$ cat src/rtl/progbank_pkg.sv
package progbank_pkg;
  localparam int FRAME_W  = 22;
  localparam int CTRL_W   = 2;
  localparam int PAY_W    = FRAME_W - CTRL_W;
  localparam int REF_W    = 15;
  localparam int IFN_W    = 15;
  localparam int RFN_W    = 18;
  localparam int SLOT_W   = 18;
  localparam int N_SLOTS  = 4;
  localparam int REF_MIN  = 3;

  typedef logic [FRAME_W-1:0] frame_t;
  typedef logic [SLOT_W-1:0]  slot_t;

  // destination codes: {C1, C2}
  typedef enum logic [1:0] {
    DST_IF_REF  = 2'b00,
    DST_RF_REF  = 2'b01,
    DST_IF_MAIN = 2'b10,
    DST_RF_MAIN = 2'b11
  } dest_e;

  function automatic logic [1:0] frame_code(frame_t f);
    return f[CTRL_W-1:0];
  endfunction

  function automatic int slot_width(int idx);
    case (idx)
      0, 1:    return REF_W;
      2:       return IFN_W;
      default: return RFN_W;
    endcase
  endfunction

  function automatic bit slot_is_ref(int idx);
    return (idx < 2);
  endfunction

  function automatic slot_t slot_reset(int idx);
    return slot_is_ref(idx) ? slot_t'(REF_MIN) : '0;
  endfunction

  // payload bits directly above the control bits, trimmed to width w
  function automatic slot_t slot_field(frame_t f, int w);
    logic [PAY_W-1:0] pay;
    slot_t r;
    pay = f[FRAME_W-1:CTRL_W];
    for (int b = 0; b < SLOT_W; b++) begin
      r[b] = (b < w) ? pay[b] : 1'b0;
    end
    return r;
  endfunction

  function automatic bit ref_legal(slot_t v);
    return (v >= slot_t'(REF_MIN));
  endfunction
endpackage

$ cat src/rtl/pe_detect.sv
module pe_detect #(
  parameter int W = 2
) (
  input  logic         clk,
  input  logic         rst,
  input  logic [W-1:0] lvl,
  output logic [W-1:0] rise
);
  logic [W-1:0] lvl_q;

  always_ff @(posedge clk) begin
    if (rst) lvl_q <= '1;
    else     lvl_q <= lvl;
  end

  assign rise = lvl & ~lvl_q;
endmodule

$ cat src/rtl/prog_shift.sv
module prog_shift
  import progbank_pkg::*;
(
  input  logic   clk,
  input  logic   rst,
  input  logic   shift_evt,
  input  logic   din,
  output frame_t frame
);
  always_ff @(posedge clk) begin
    if (rst)            frame <= '0;
    else if (shift_evt) frame <= {frame[FRAME_W-2:0], din};
  end


  shift_in_chk: assert property (@(posedge clk) disable iff (rst)
    shift_evt |=> (frame[0] == $past(din)) &&
                  (frame[FRAME_W-1:1] == $past(frame[FRAME_W-2:0])));

  shift_hold_chk: assert property (@(posedge clk) disable iff (rst)
    !shift_evt |=> $stable(frame));
endmodule

$ cat src/rtl/prog_latch_bank.sv
module prog_latch_bank
  import progbank_pkg::*;
(
  input  logic                         clk,
  input  logic                         rst,
  input  logic                         load_evt,
  input  frame_t                       frame,
  output logic [N_SLOTS-1:0][SLOT_W-1:0] slot_q,
  output logic                         reject_evt,
  output logic                         err
);
  logic [1:0]         code;
  logic [N_SLOTS-1:0] sel;
  logic [N_SLOTS-1:0] accept;
  logic [N_SLOTS-1:0] refuse;

  assign code = frame_code(frame);

  for (genvar i = 0; i < N_SLOTS; i++) begin : g_slot
    localparam int    SW  = slot_width(i);
    localparam bit    ISR = slot_is_ref(i);
    localparam slot_t RV  = slot_reset(i);
    slot_t fld;
    logic  legal;

    assign fld       = slot_field(frame, SW);
    assign legal     = ISR ? ref_legal(fld) : 1'b1;
    assign sel[i]    = load_evt && (code == 2'(i));
    assign accept[i] = sel[i] && legal;
    assign refuse[i] = sel[i] && !legal;

    always_ff @(posedge clk) begin
      if (rst)            slot_q[i] <= RV;
      else if (accept[i]) slot_q[i] <= fld;
    end
  end

  assign reject_evt = |refuse;

  always_ff @(posedge clk) begin
    if (rst)             err <= 1'b0;
    else if (reject_evt) err <= 1'b1;
  end


  one_dest_chk: assert property (@(posedge clk) disable iff (rst)
    $onehot0(sel));

  no_strobe_hold_chk: assert property (@(posedge clk) disable iff (rst)
    !load_evt |=> $stable(slot_q));

  refuse_keep_chk: assert property (@(posedge clk) disable iff (rst)
    reject_evt |=> $stable(slot_q));

  ref_floor_chk: assert property (@(posedge clk) disable iff (rst)
    (slot_q[0] >= slot_t'(REF_MIN)) && (slot_q[1] >= slot_t'(REF_MIN)));

  err_sticky_chk: assert property (@(posedge clk) disable iff (rst)
    err |=> err);

  err_set_chk: assert property (@(posedge clk) disable iff (rst)
    reject_evt |=> err);
endmodule

$ cat src/rtl/progbank_top.sv
module progbank_top
  import progbank_pkg::*;
(
  input  logic              clk,
  input  logic              rst,
  input  logic              ser_clk,
  input  logic              ser_data,
  input  logic              load,
  output logic [REF_W-1:0]  if_ref_div,
  output logic [REF_W-1:0]  rf_ref_div,
  output logic [IFN_W-1:0]  if_main_div,
  output logic [RFN_W-1:0]  rf_main_div,
  output logic              ref_err
);
  logic [1:0] rise;
  logic       shift_evt;
  logic       load_evt;
  logic       reject_evt;
  frame_t     frame;
  logic [N_SLOTS-1:0][SLOT_W-1:0] slot_q;

  pe_detect #(.W(2)) u_edges (
    .clk  (clk),
    .rst  (rst),
    .lvl  ({load, ser_clk}),
    .rise (rise)
  );

  assign shift_evt = rise[0];
  assign load_evt  = rise[1];

  prog_shift u_shift (
    .clk       (clk),
    .rst       (rst),
    .shift_evt (shift_evt),
    .din       (ser_data),
    .frame     (frame)
  );

  prog_latch_bank u_bank (
    .clk        (clk),
    .rst        (rst),
    .load_evt   (load_evt),
    .frame      (frame),
    .slot_q     (slot_q),
    .reject_evt (reject_evt),
    .err        (ref_err)
  );

  assign if_ref_div  = slot_q[DST_IF_REF][REF_W-1:0];
  assign rf_ref_div  = slot_q[DST_RF_REF][REF_W-1:0];
  assign if_main_div = slot_q[DST_IF_MAIN][IFN_W-1:0];
  assign rf_main_div = slot_q[DST_RF_MAIN][RFN_W-1:0];


  reset_vals_chk: assert property (@(posedge clk)
    rst |=> (if_ref_div == REF_W'(REF_MIN)) && (rf_ref_div == REF_W'(REF_MIN)) &&
            (if_main_div == '0) && (rf_main_div == '0) && !ref_err);
endmodule

$ cat config.mk
export PLATFORM = sky130hd
export DESIGN_NAME = progbank_top
export DESIGN_NICKNAME = d
export VERILOG_FILES = /design/src/rtl/progbank_pkg.sv /design/src/rtl/pe_detect.sv /design/src/rtl/prog_shift.sv /design/src/rtl/prog_latch_bank.sv /design/src/rtl/progbank_top.sv
export SDC_FILE = /design/constraint.sdc
export NUM_CORES = 1
export LEC_CHECK = 0
export BUFFER_PORTS_ARGS = -buffer_cell sky130_fd_sc_hd__buf_2
export CORE_UTILIZATION = 40
export DETAILED_ROUTE_END_ITERATION = 8
export GPL_TIMING_DRIVEN = 0
export PLACE_DENSITY_LB_ADDON = 0.12
export SKIP_CTS_REPAIR_TIMING = 1
export SYNTH_ARGS = -nofsm -noshare
export SYNTH_HDL_FRONTEND = slang
export SYNTH_HIERARCHICAL = 1
export SYNTH_SLANG_ARGS = --single-unit
$ cat constraint.sdc
create_clock -name clk -period 2.4 [get_ports clk]
set_input_delay 0.36 -clock clk [delete_from_list [all_inputs] [get_ports clk]]
set_output_delay 0.36 -clock clk [all_outputs]
set_load 0.1 [all_outputs]
# [Word-level counts from Yosys, hierarchy flattened]
# Index checks and enable logic that the tools add are counted.
# Widths: inputs -> output; s select.
[word_totals] regBits=86 in_bits=5 out_inout_bits=64 elab_cells=24
[classes] n_lt_le_gt_ge=1 n_eq_ne=3 bitwise_logic=2 reduce_logical=11
[ops] op="$ge 15x2->1 const B" n=1
[ops] op="$logic_and 1x1->1" n=8
[ops] op="$eq 2x2->1 const B" n=2
[ops] op="$and 2x2->2" n=1
[ops] op="$eq 2x1->1 const B" n=1
[ops] op="$logic_not 2->1" n=1
[ops] op="$not 2->2" n=1
[ops] op="$reduce_or 2->1" n=1
[ops] op="$logic_not 1->1" n=1

# [Logic depth before layout (Yosys ltp)]
# Gate-level depths: netlist of run 1.
[logic_depth] depth_word=5 mapped_depth=7 mapped_depth_nobuf=5

# [Modules after synthesis]
# Netlist of run 1, hierarchy kept.
[modules_own_cells] mod="prog_latch_bank" n_inst=1 cells_each=298 area_per_inst_um2=2572.5 seq_area_each_um2=1281.2
[modules_own_cells] mod="prog_shift" n_inst=1 cells_each=71 area_per_inst_um2=802.0 seq_area_each_um2=440.4
[modules_own_cells] mod="pe_detect" n_inst=1 cells_each=6 area_per_inst_um2=65.1 seq_area_each_um2=40.0

# [Least setup slack after synthesis of run 1]
# Ideal clock, no wire load.
[synth_timing] kind="input to register" startpoint="in load" endpoint="reg u_bank/slot_q[10] (netlist name)" setup_time_ps=74 t_arrival_ps=1397 required_ps=2326 slack_ps=929 stages=6 path_buffers=1 path_cell_list="nor2b_1 -> and2b_1 -> nand2b_1 -> or2b_4 -> buf_6 -> o21ai_0"
[synth_between] elab_chain_len=3
[synth_lines] item="from (decl)" line_no="progbank_top.sv:8" source="input logic load,"
[synth_lines] item="$and 2x2->2" line_no="pe_detect.sv:16" source="assign rise = lvl & ~lvl_q;"
[synth_lines] item="$logic_and 1x1->1" line_no="prog_latch_bank.sv:28" source="assign sel[i] = load_evt && (code == 2'(i));"
[synth_lines] item="$logic_and 1x1->1" line_no="prog_latch_bank.sv:29" source="assign accept[i] = sel[i] && legal;"
[synth_lines] item="to (signal, indexed assignment)" line_no="prog_latch_bank.sv:34" source="else if (accept[i]) slot_q[i] <= fld;"
[synth_lines] item="to (decl)" line_no="prog_latch_bank.sv:8" source="output logic [N_SLOTS-1:0][SLOT_W-1:0] slot_q,"
# No other way between the ends.
# A chain may end at the register's enable or synchronous reset.

# [Worst setup path after layout of run 1]
[layout_timing] startpoint="reg u_edges.lvl_q[1]" endpoint="reg u_bank/slot_q[49] (netlist name)"
[layout_between] elab_chain_len=3
[layout_lines] item="from (decl)" line_no="pe_detect.sv:9" source="logic [W-1:0] lvl_q;"
[layout_lines] item="from (signal assigned)" line_no="pe_detect.sv:13" source="else lvl_q <= lvl;"
[layout_lines] item="$not 2->2" line_no="pe_detect.sv:16"
[layout_lines] item="$and 2x2->2" line_no="pe_detect.sv:16"
[layout_lines] item="via rise[1]" line_no="progbank_top.sv:15" source="logic [1:0] rise;"
[layout_lines] item="$logic_and 1x1->1" line_no="prog_latch_bank.sv:28"
# The timed path passes the listed nets, and every way through them passes these cells.

==> qor.csv, run 1 <==
stage,metric,value,unit
final_layout,n_diodes,0,
final_layout,layout cell share with drive strength beyond 1,0.220,
clocking,number of CTS-inserted buffers,9,
pwr,Overall Power,2.58,mW
setup_path,startpoint types,flip-flop,
die,Die H,92.8,microns
synth,Mean Syn Cell Area,9.20,sq um
detailed_routing,Initial DRT Pass Iterations,4,
status,outcome,completed,
final_layout,Area Growth Syn to Fin,20.4,%
detailed_routing,Routed WL per cell,14.3,microns
clocking,Sink Count,86,
clocking,H-tree Lvls,3,
detailed_routing,Post-DRT Antenna Nets,0,
detailed_routing,DR vias/cell,4.87,
die,core area,0.00785,sq mm
pwr,Power Density,650,mW/mm^2
pwr,Pleak,1.62,nW
pwr,VDD IR max,305,uV
setup_path,critical-path maximum fanout,10,
sta,FMAX,594,MHz
detailed_routing,via count,2644,
clocking,Skew-Pair Late Insertion Delay,350,ps
die,num ports,69,
grt,GR Overflow Total,0,
sta,# setup viols final,0,
final_layout,area of the multi-input gates,0.00143,sq mm
detailed_routing,final wirelength,7760,microns
sta,Sum Neg Setup Slack,0,ps
sta,Hold Fails Final Rpt,0,
setup_path,"Data required, critical path",2680,ps
synth,Syn. warnings,6,
synth,syn nets,363,
final_layout,register area,0.00172,sq mm
grt,initial antenna violation count,0,
pwr,Seq pwr share,0.555,
pwr,NetSw,544,uW
sta,Final Skew,8.68,ps
grt,vias in the first global route,2593,
placed_design,detailed placement HPWL,5530,microns
sta,Worst-Margin Slew,508,ps
final_layout,most frequent cells in the layout,"dfxtp_1 (86), buf_2 (71), nand2_1 (67), mux2i_1 (37), a21oi_1 (35)",
final_layout,"commonest non-fill, non-tap cell in the layout",dfxtp_1,
hold_path,Worst Hold Class,input port to flip-flop,
final_layout,Fillers,800,
clocking,clk buf depth,2,
grt,pin count of the biggest net entering global routing,14,
placed_design,gpl congestion,0.768,
setup_path,depth of the worst register-to-register path,6,
setup_path,Crit. End Element,flip-flop,
sta,Final min period,1680,ps
placed_design,dpl cell area,0.00376,sq mm
die,site row count,32,
final_layout,Final #Nets,442,
grt,Tot GR Track Use,0.191,
final_layout,final core occ,0.505,
setup_path,critical path type,flip-flop to flip-flop,
grt,first-pass GRT wire length,12800,microns
run,max_cap viols,0,
setup_path,arrival time worst endpoint,1960,ps
pwr,Cell Int Power,2.04,mW
placed_design,Setup WS pre-CTS,564,ps
sta,part of the cycle the worst path needs,0.701,
clocking,"CTS clk-pin slew, worst paths",80,ps
placed_design,port bufs,68,
sta,setup ws final,717,ps
sta,"Slew Viols, Final",0,
sta,RSZ-0062 raised after global routing,false,
hold_path,worst hold path depth,2,
synth,Mapped Area,0.00329,sq mm
synth,Synth Instances,358,
clocking,TritonCTS clock tree,yes,
clocking,CTS root buf,clkbuf_8,
sta,Rel. slew slack,0.662,
die,Initial Util,0.420,
detailed_routing,drc violations,0,
final_layout,Final Instance Area,0.00397,sq mm
die,Die X-Extent,92.8,microns
die,die footprint,0.00860,sq mm
pwr,Clock Power Share,0.416,
pwr,switching share of power,0.211,
detailed_routing,drt initial violations,81,
pwr,Logic pwr share,0.030,
[through the flow]
step / cells / hold WS, ps
5_1_grt: 543 / 210
6_report: 543 / 206
3_5_place_dp: 528 / 444
3_3_place_gp: 528 / 443
4_1_cts: 543 / 197
2_1_floorplan: 358 / 431
[critical path: stages (launching register included)]
cell      delay, ps
dfxtp_1         300
nor2b_1         240
nand2_1         110
nor2_1          300
clkbuf_1        410
nand2_1         120
a21oi_1         130
[cell type report]
cell class / instances / area share
flip-flops and latches: 86 / 0.434
well taps: 102 / 0.0322
clock inverters: 4 / 0.0183
clock buffers: 11 / 0.0331
plain buffers: 23 / 0.0369
multi-input cells: 249 / 0.360
repair buffers: 68 / 0.0858
[registers in the layout (all words and copies together) (netlist names)]
signal         flops
u_bank/err         1
u_bank/slot_q     63
u_edges/lvl_q      2
u_shift/frame     20
[power groups by stage]
| stage | Sequential, mW | Clock (mW) | Combinational, mW |
|---|---|---|---|
| 2_1_floorplan | 1.47 | 0 | 0.0487 |
| 3_3_place_gp | 1.46 | 0 | 0.0759 |
| 3_5_place_dp | 1.46 | 0 | 0.0767 |
| 4_1_cts | 1.43 | 1.10 | 0.0768 |
| 5_1_grt | 1.43 | 1.15 | 0.0828 |
| 6_report | 1.43 | 1.07 | 0.0764 |
[path summary, 6_finish.rpt]
check / slack [ps] / start / endpoint
hold / removal: 210 / load / u_edges/lvl_q[1]$_SDFF_PP1_
hold reg to reg: 450 / u_bank/slot_q[63]$_SDFFE_PP0P_ / u_bank/slot_q[63]$_SDFFE_PP0P_
setup / recovery: 720 / u_edges/lvl_q[1]$_SDFF_PP1_ / u_bank/slot_q[49]$_SDFFE_PP0P_
setup reg to reg: 720 / u_edges/lvl_q[1]$_SDFF_PP1_ / u_bank/slot_q[49]$_SDFFE_PP0P_
[layer usage]
layer | track usage | up-vias | wire length [microns] | share of wire
met3 | 0.0312 | 12 | 320 | 0.041
met5 | 0 | - | 0 | 0
met2 | 0.298 | 54 | 3370 | 0.43
met4 | 0.0769 | 0 | 119 | 0.015
met1 | 0.263 | 1241 | 3960 | 0.51
li1 | - | 1337 | - | -
Note: power is estimated with default switching activity, not from simulation.
==> run 2, diff against run 1 <==
- ABC_AREA: unset -> 1
- clock period: 2.4 -> 1.58 ns (I/O delays scaled with it)
==> run 2 against run 1 <==
Design area is 5.0% higher. Largest power group unchanged. Maximum frequency is 18% higher. Register-to-register slack worse by 560 ps. Worst hold slack worse by 130 ps. Via count is 18% higher.
==> qor.csv, run 2 <==
stage,metric,value,unit,change
status,outcome,completed,,unchanged
setup_path,Worst Path Buf+Inv,2,,was 1
clocking,Skew-Pair Late Insertion Delay,350,ps,about the same
die,core area,0.00834,sq mm,was 0.00785 sq mm
detailed_routing,Initial DRT Pass Iterations,4,,unchanged
hold_path,Worst Hold Class,input port to flip-flop,,unchanged
detailed_routing,drt initial violations,199,,was 81
final_layout,layout cell share with drive strength beyond 1,0.235,,was 0.220
sta,Sum Neg Setup Slack,0,ps,unchanged
run,max_cap viols,0,,unchanged
setup_path,"Data required, critical path",1870,ps,was 2680 ps
clocking,TritonCTS clock tree,yes,,unchanged
setup_path,Crit path top cell by count,nand3_1,,was nand2_1
detailed_routing,Post-DRT Antenna Nets,0,,unchanged
sta,# setup viols final,0,,unchanged
sta,Worst-Margin Slew,497,ps,was 508 ps
sta,setup ws final,159,ps,was 717 ps
sta,part of the cycle the worst path needs,0.900,,was 0.701
die,site row count,33,,was 32
synth,Mean Syn Cell Area,7.40,sq um,was 9.20 sq um
setup_path,critical path type,flip-flop to flip-flop,,unchanged
pwr,Cell Int Power,3.29,mW,was 2.04 mW
setup_path,critical-path maximum fanout,10,,unchanged
die,Die H,95.3,microns,was 92.8 microns
sta,Rel. slew slack,0.669,,was 0.662
placed_design,port bufs,68,,unchanged
detailed_routing,drc violations,0,,unchanged
setup_path,Crit. End Element,flip-flop,,unchanged
grt,initial antenna violation count,0,,unchanged
placed_design,detailed placement HPWL,6270,microns,was 5530 microns
sta,RSZ-0062 raised after global routing,false,,unchanged
pwr,Power Density,1110,mW/mm^2,was 650 mW/mm^2
setup_path,reg-to-reg setup timing slack,160,ps,was 720 ps
final_layout,"commonest non-fill, non-tap cell in the layout",nand2_1,,was dfxtp_1
sta,Final Skew,6.09,ps,was 8.68 ps
pwr,Seq pwr share,0.493,,was 0.555
grt,first-pass GRT wire length,13600,microns,was 12800 microns
pwr,NetSw,1.34,mW,was 544 uW
clocking,H-tree Lvls,3,,unchanged
grt,vias in the first global route,2936,,was 2593
final_layout,Largest register FFs,63,,unchanged
setup_path,crit path cell chain,"nor2_2, nand2_1, nor2_1, buf_2, buf_4, nand3_1, nand3_1",,"was nor2b_1, nand2_1, nor2_1, clkbuf_1, nand2_1, a21oi_1"
clocking,clk buf depth,2,,unchanged
final_layout,Largest regs,"u_bank/slot_q (63), u_shift/frame (20), u_edges/lvl_q (2)",,unchanged
clocking,"CTS clk-pin slew, worst paths",80,ps,about the same
setup_path,"Largest delay share family, worst path",simple AND/OR/NAND/NOR gates,,unchanged
setup_path,arrival time worst endpoint,1720,ps,was 1960 ps
pwr,Clock Power Share,0.354,,was 0.416
synth,Mapped Area,0.00348,sq mm,was 0.00329 sq mm
detailed_routing,via count,3132,,was 2644
synth,Syn. warnings,6,,unchanged
sta,"Slew Viols, Final",0,,unchanged
die,die footprint,0.00909,sq mm,was 0.00860 sq mm
synth,Synth Instances,471,,was 358
final_layout,Fillers,863,,was 800
clocking,Sink Count,86,,unchanged
final_layout,most frequent cells in the layout,"nand2_1 (99), dfxtp_1 (86), buf_2 (80), nor2_1 (78), nand3_1 (52)",,"was dfxtp_1 (86), buf_2 (71), nand2_1 (67), mux2i_1 (37), a21oi_1 (35)"
final_layout,Final #Nets,555,,was 442
final_layout,Reg with most FFs,u_bank/slot_q,,unchanged
clocking,CTS root buf,clkbuf_8,,unchanged
sta,Final min period,1420,ps,was 1680 ps
setup_path,max incr delay on CP,310,ps,was 410 ps
sta,FMAX,704,MHz,was 594 MHz
final_layout,Area Growth Syn to Fin,19.5,%,was 20.4%
die,Initial Util,0.418,,was 0.420
synth,syn nets,476,,was 363
grt,pin count of the biggest net entering global routing,14,,unchanged
setup_path,Critical Path Slowest Stage Cell,dfxtp_1,,was clkbuf_1
final_layout,n_diodes,0,,unchanged
clocking,number of CTS-inserted buffers,9,,unchanged
placed_design,Setup WS pre-CTS,31.3,ps,was 564 ps
die,num ports,69,,unchanged
pwr,switching share of power,0.290,,was 0.211
pwr,Logic pwr share,0.154,,was 0.030
placed_design,gpl congestion,0.864,,was 0.768
grt,GR Overflow Total,0,,unchanged
sta,Hold Fails Final Rpt,0,,unchanged
setup_path,startpoint types,flip-flop,,unchanged
grt,Tot GR Track Use,0.200,,was 0.191
detailed_routing,Routed WL per cell,12.9,microns,was 14.3 microns
die,Die X-Extent,95.3,microns,was 92.8 microns
detailed_routing,DR vias/cell,4.75,,was 4.87
pwr,Pleak,1.87,nW,was 1.62 nW
detailed_routing,final wirelength,8480,microns,was 7760 microns
pwr,VDD IR max,467,uV,was 305 uV
run 2: routing by layer:
metal	vias up	routed length, microns	GRT usage
met3	17	319	0.0486
met4	0	203	0.0947
met2	67	3890	0.322
met5	-	0	0
met1	1414	4070	0.250
li1	1634	-	-
run 2: path summary, 6_finish.rpt:
kind	startpoint	end	cells past startpoint
worst max register to register	u_edges/lvl_q[1]$_SDFF_PP1_	u_bank/slot_q[1]$_SDFFE_PP1P_	7
worst min-delay path	ser_clk	u_edges/lvl_q[0]$_SDFF_PP1_	3
worst min register to register	u_bank/err$_SDFFE_PP0P_	u_bank/err$_SDFFE_PP0P_	2
worst max-delay path	u_edges/lvl_q[1]$_SDFF_PP1_	u_bank/slot_q[1]$_SDFFE_PP1P_	7
run 2: worst register-to-register path, cell delays in order, from the launching register on:
cell and delay, ps:
dfxtp_1 310, nor2_2 120, nand2_1 100, nor2_1 150
buf_2 240, buf_4 240, nand3_1 100, nand3_1 100
run 2: area by class of cell:
| cell class | instances | area [sq um] | share of cell area |
|---|---|---|---|
| clock inverters | 4 | 72.6 | 0.0174 |
| clock buffers | 11 | 131 | 0.0315 |
| well taps | 105 | 131 | 0.0315 |
| inverters | 43 | 161 | 0.0388 |
| repair buffers | 68 | 340 | 0.0817 |
| multi-input cells | 310 | 1400 | 0.336 |
| plain buffers | 32 | 205 | 0.0493 |
| flip-flops and latches | 86 | 1720 | 0.413 |
run 2: per-stage QoR:
stage	cell area [sq um]	total power, mW	cells	utilization	hold slack (ps)
5_1_grt	4170	4.86	659	0.499	78.9
2_1_floorplan	3480	2.91	471	-	333
6_report	4170	4.63	659	0.499	80.4
4_1_cts	4160	4.68	659	0.499	70.4
3_5_place_dp	3960	3.05	644	0.474	443
3_3_place_gp	3960	3.04	644	0.474	432
run 2: power by group through the flow:
stage                     logic, mW  registers (mW)  clock network (mW)
after floorplan               0.361            2.55                   0
after global placement        0.705            2.33                   0
after detailed placement      0.711            2.33                   0
after CTS                     0.712            2.28                1.68
after global routing          0.774            2.29                1.79
final                         0.711            2.28                1.64
==> run 3, diff against run 2 <==
- ABC_AREA: 1 -> unset
- SLEW_MARGIN: unset -> 20
==> run 3 against run 2 <==
Clock power hardly changed. Combinational power shrank 83%. Sequential share of layout area grew 1.3 points. Clock skew grew 3.7 ps. Via count decreased by 15%. Design area down 2.1%. Critical path depth decreased by 2. Register-to-register slack worse by 100 ps. First-iteration DRC count fell by 63%. Total power is 15% lower. Utilization rose by 2.0 points.
==> qor.csv, run 3 (same netlist as run 1, synthesis figures left out) <==
stage,metric,value,unit,change
die,Die H,92.8,microns,was 95.3 microns
setup_path,Crit. End Element,flip-flop,,unchanged
final_layout,n_diodes,0,,unchanged
grt,GR Overflow Total,0,,unchanged
sta,FMAX,657,MHz,was 704 MHz
die,Die X-Extent,92.8,microns,was 95.3 microns
die,die footprint,0.00860,sq mm,was 0.00909 sq mm
placed_design,gpl congestion,0.768,,was 0.864
clocking,CTS root buf,clkbuf_8,,unchanged
sta,Rel. slew slack,0.664,,was 0.669
final_layout,Largest regs,"u_bank/slot_q (63), u_shift/frame (20), u_edges/lvl_q (2)",,unchanged
sta,part of the cycle the worst path needs,0.963,,was 0.900
pwr,Pleak,1.68,nW,was 1.87 nW
clocking,Skew-Pair Late Insertion Delay,350,ps,about the same
grt,pin count of the biggest net entering global routing,14,,unchanged
final_layout,Area Growth Syn to Fin,23.8,%,was 19.5%
clocking,TritonCTS clock tree,yes,,unchanged
detailed_routing,DR vias/cell,4.88,,was 4.75
final_layout,Reg with most FFs,u_bank/slot_q,,unchanged
grt,initial antenna violation count,0,,unchanged
final_layout,final core occ,0.520,,was 0.499
sta,Final Skew,9.82,ps,was 6.09 ps
placed_design,Setup WS pre-CTS,-133,ps,was 31.3 ps
die,site row count,32,,was 33
detailed_routing,drc violations,0,,unchanged
clocking,clk buf depth,2,,unchanged
die,core area,0.00785,sq mm,was 0.00834 sq mm
final_layout,Fillers,799,,was 863
setup_path,depth of the worst register-to-register path,5,,was 7
final_layout,"commonest non-fill, non-tap cell in the layout",dfxtp_1,,was nand2_1
final_layout,layout cell share with drive strength beyond 1,0.268,,was 0.235
grt,vias in the first global route,2593,,was 2936
sta,setup ws final,58.0,ps,was 159 ps
placed_design,port bufs,68,,unchanged
detailed_routing,Initial DRT Pass Iterations,4,,unchanged
status,outcome,completed,,unchanged
sta,RSZ-0062 raised after global routing,true,,was false
detailed_routing,Post-DRT Antenna Nets,0,,unchanged
setup_path,critical-path maximum fanout,8,,was 10
setup_path,startpoint types,flip-flop,,unchanged
detailed_routing,Routed WL per cell,14.5,microns,was 12.9 microns
grt,first-pass GRT wire length,12800,microns,was 13600 microns
sta,Worst-Margin Slew,504,ps,was 497 ps
placed_design,detailed placement HPWL,5530,microns,was 6270 microns
final_layout,Final Instance Area,0.00408,sq mm,was 0.00417 sq mm
setup_path,"Data required, critical path",1850,ps,was 1870 ps
grt,Tot GR Track Use,0.191,,was 0.200
clocking,H-tree Lvls,3,,unchanged
clocking,"CTS clk-pin slew, worst paths",90,ps,was 80 ps
pwr,VDD IR max,462,uV,was 467 uV
sta,Hold Fails Final Rpt,0,,unchanged
run,max_cap viols,0,,unchanged
clocking,Sink Count,86,,unchanged
placed_design,dpl cell area,0.00376,sq mm,was 0.00396 sq mm
final_layout,Finished Layout Cells,549,,was 659
final_layout,most frequent cells in the layout,"dfxtp_1 (74), buf_2 (70), nand2_1 (67), mux2i_1 (37), a21oi_1 (35)",,"was nand2_1 (99), dfxtp_1 (86), buf_2 (80), nor2_1 (78), nand3_1 (52)"
detailed_routing,via count,2677,,was 3132
final_layout,Final #Nets,448,,was 555
detailed_routing,drt initial violations,74,,was 199
setup_path,critical path type,flip-flop to flip-flop,,unchanged
hold_path,Worst Hold Class,input port to flip-flop,,unchanged
die,Initial Util,0.420,,was 0.418
clocking,number of CTS-inserted buffers,9,,unchanged
hold_path,worst hold path depth,2,,was 3
die,num ports,69,,unchanged
detailed_routing,final wirelength,7980,microns,was 8480 microns
sta,Final min period,1520,ps,was 1420 ps
final_layout,Largest register FFs,63,,unchanged
setup_path,arrival time worst endpoint,1790,ps,was 1720 ps
placed_design,Placed Instances,528,,was 644
pwr,Power Density,963,mW/mm^2,was 1110 mW/mm^2
sta,"Slew Viols, Final",0,,unchanged
sta,# setup viols final,0,,unchanged
-- run 3: final timing paths --
check / from / to / slack [ps]
worst max register to register: u_shift/frame[12]$_SDFFE_PP0P_ / u_bank/slot_q[27]$_SDFFE_PP0P_ / 60
worst min-delay path: load / u_edges/lvl_q[1]$_SDFF_PP1_ / 90
worst max-delay path: u_shift/frame[12]$_SDFFE_PP0P_ / u_bank/slot_q[27]$_SDFFE_PP0P_ / 60
worst min register to register: u_bank/slot_q[63]$_SDFFE_PP0P_ / u_bank/slot_q[63]$_SDFFE_PP0P_ / 460
-- run 3: area by class of cell --
class,count,area [sq um],share of cell area
clock inverter,4,72.6,0.0178
multi-input combinational,249,1470,0.361
timing repair buffer,74,385,0.0945
buffer,23,150,0.0368
tap,102,128,0.0313
sequential,86,1740,0.426
clock buffer,11,131,0.0322
-- run 3: through the flow --
stage | power, mW | setup TNS, ps | hold slack, ps
final | 3.93 | 0 | 91.6
after global routing | 4.06 | -172 | 102
after CTS | 3.95 | -887 | 73.6
after detailed placement | 2.34 | -2150 | 444
after global placement | 2.34 | -1360 | 441
after floorplan | 2.31 | 0 | 309
-- run 3: power breakdown --
part / internal (mW) / total (mW) / switching (mW)
Clock: 0.881 / 1.64 / 0.755
Combinational: 0.0428 / 0.120 / 0.0776
Sequential: 2.17 / 2.17 / 0.00516
Total: 3.09 / 3.93 / 0.838
-- run 3: routing by layer --
| layer | part of all wire | track usage | wire, microns |
|---|---|---|---|
| met4 | 0.015 | 0.0769 | 119 |
| met5 | 0 | 0 | 0 |
| met2 | 0.43 | 0.298 | 3450 |
| met1 | 0.51 | 0.263 | 4090 |
| met3 | 0.039 | 0.0312 | 315 |
-- run 3: critical path: stages, from the launching register on --
cell	delay, ps
dfxtp_4	380
nor4_4	300
nand4_1	170
buf_4	180
nand3_4	170
mux2i_1	240
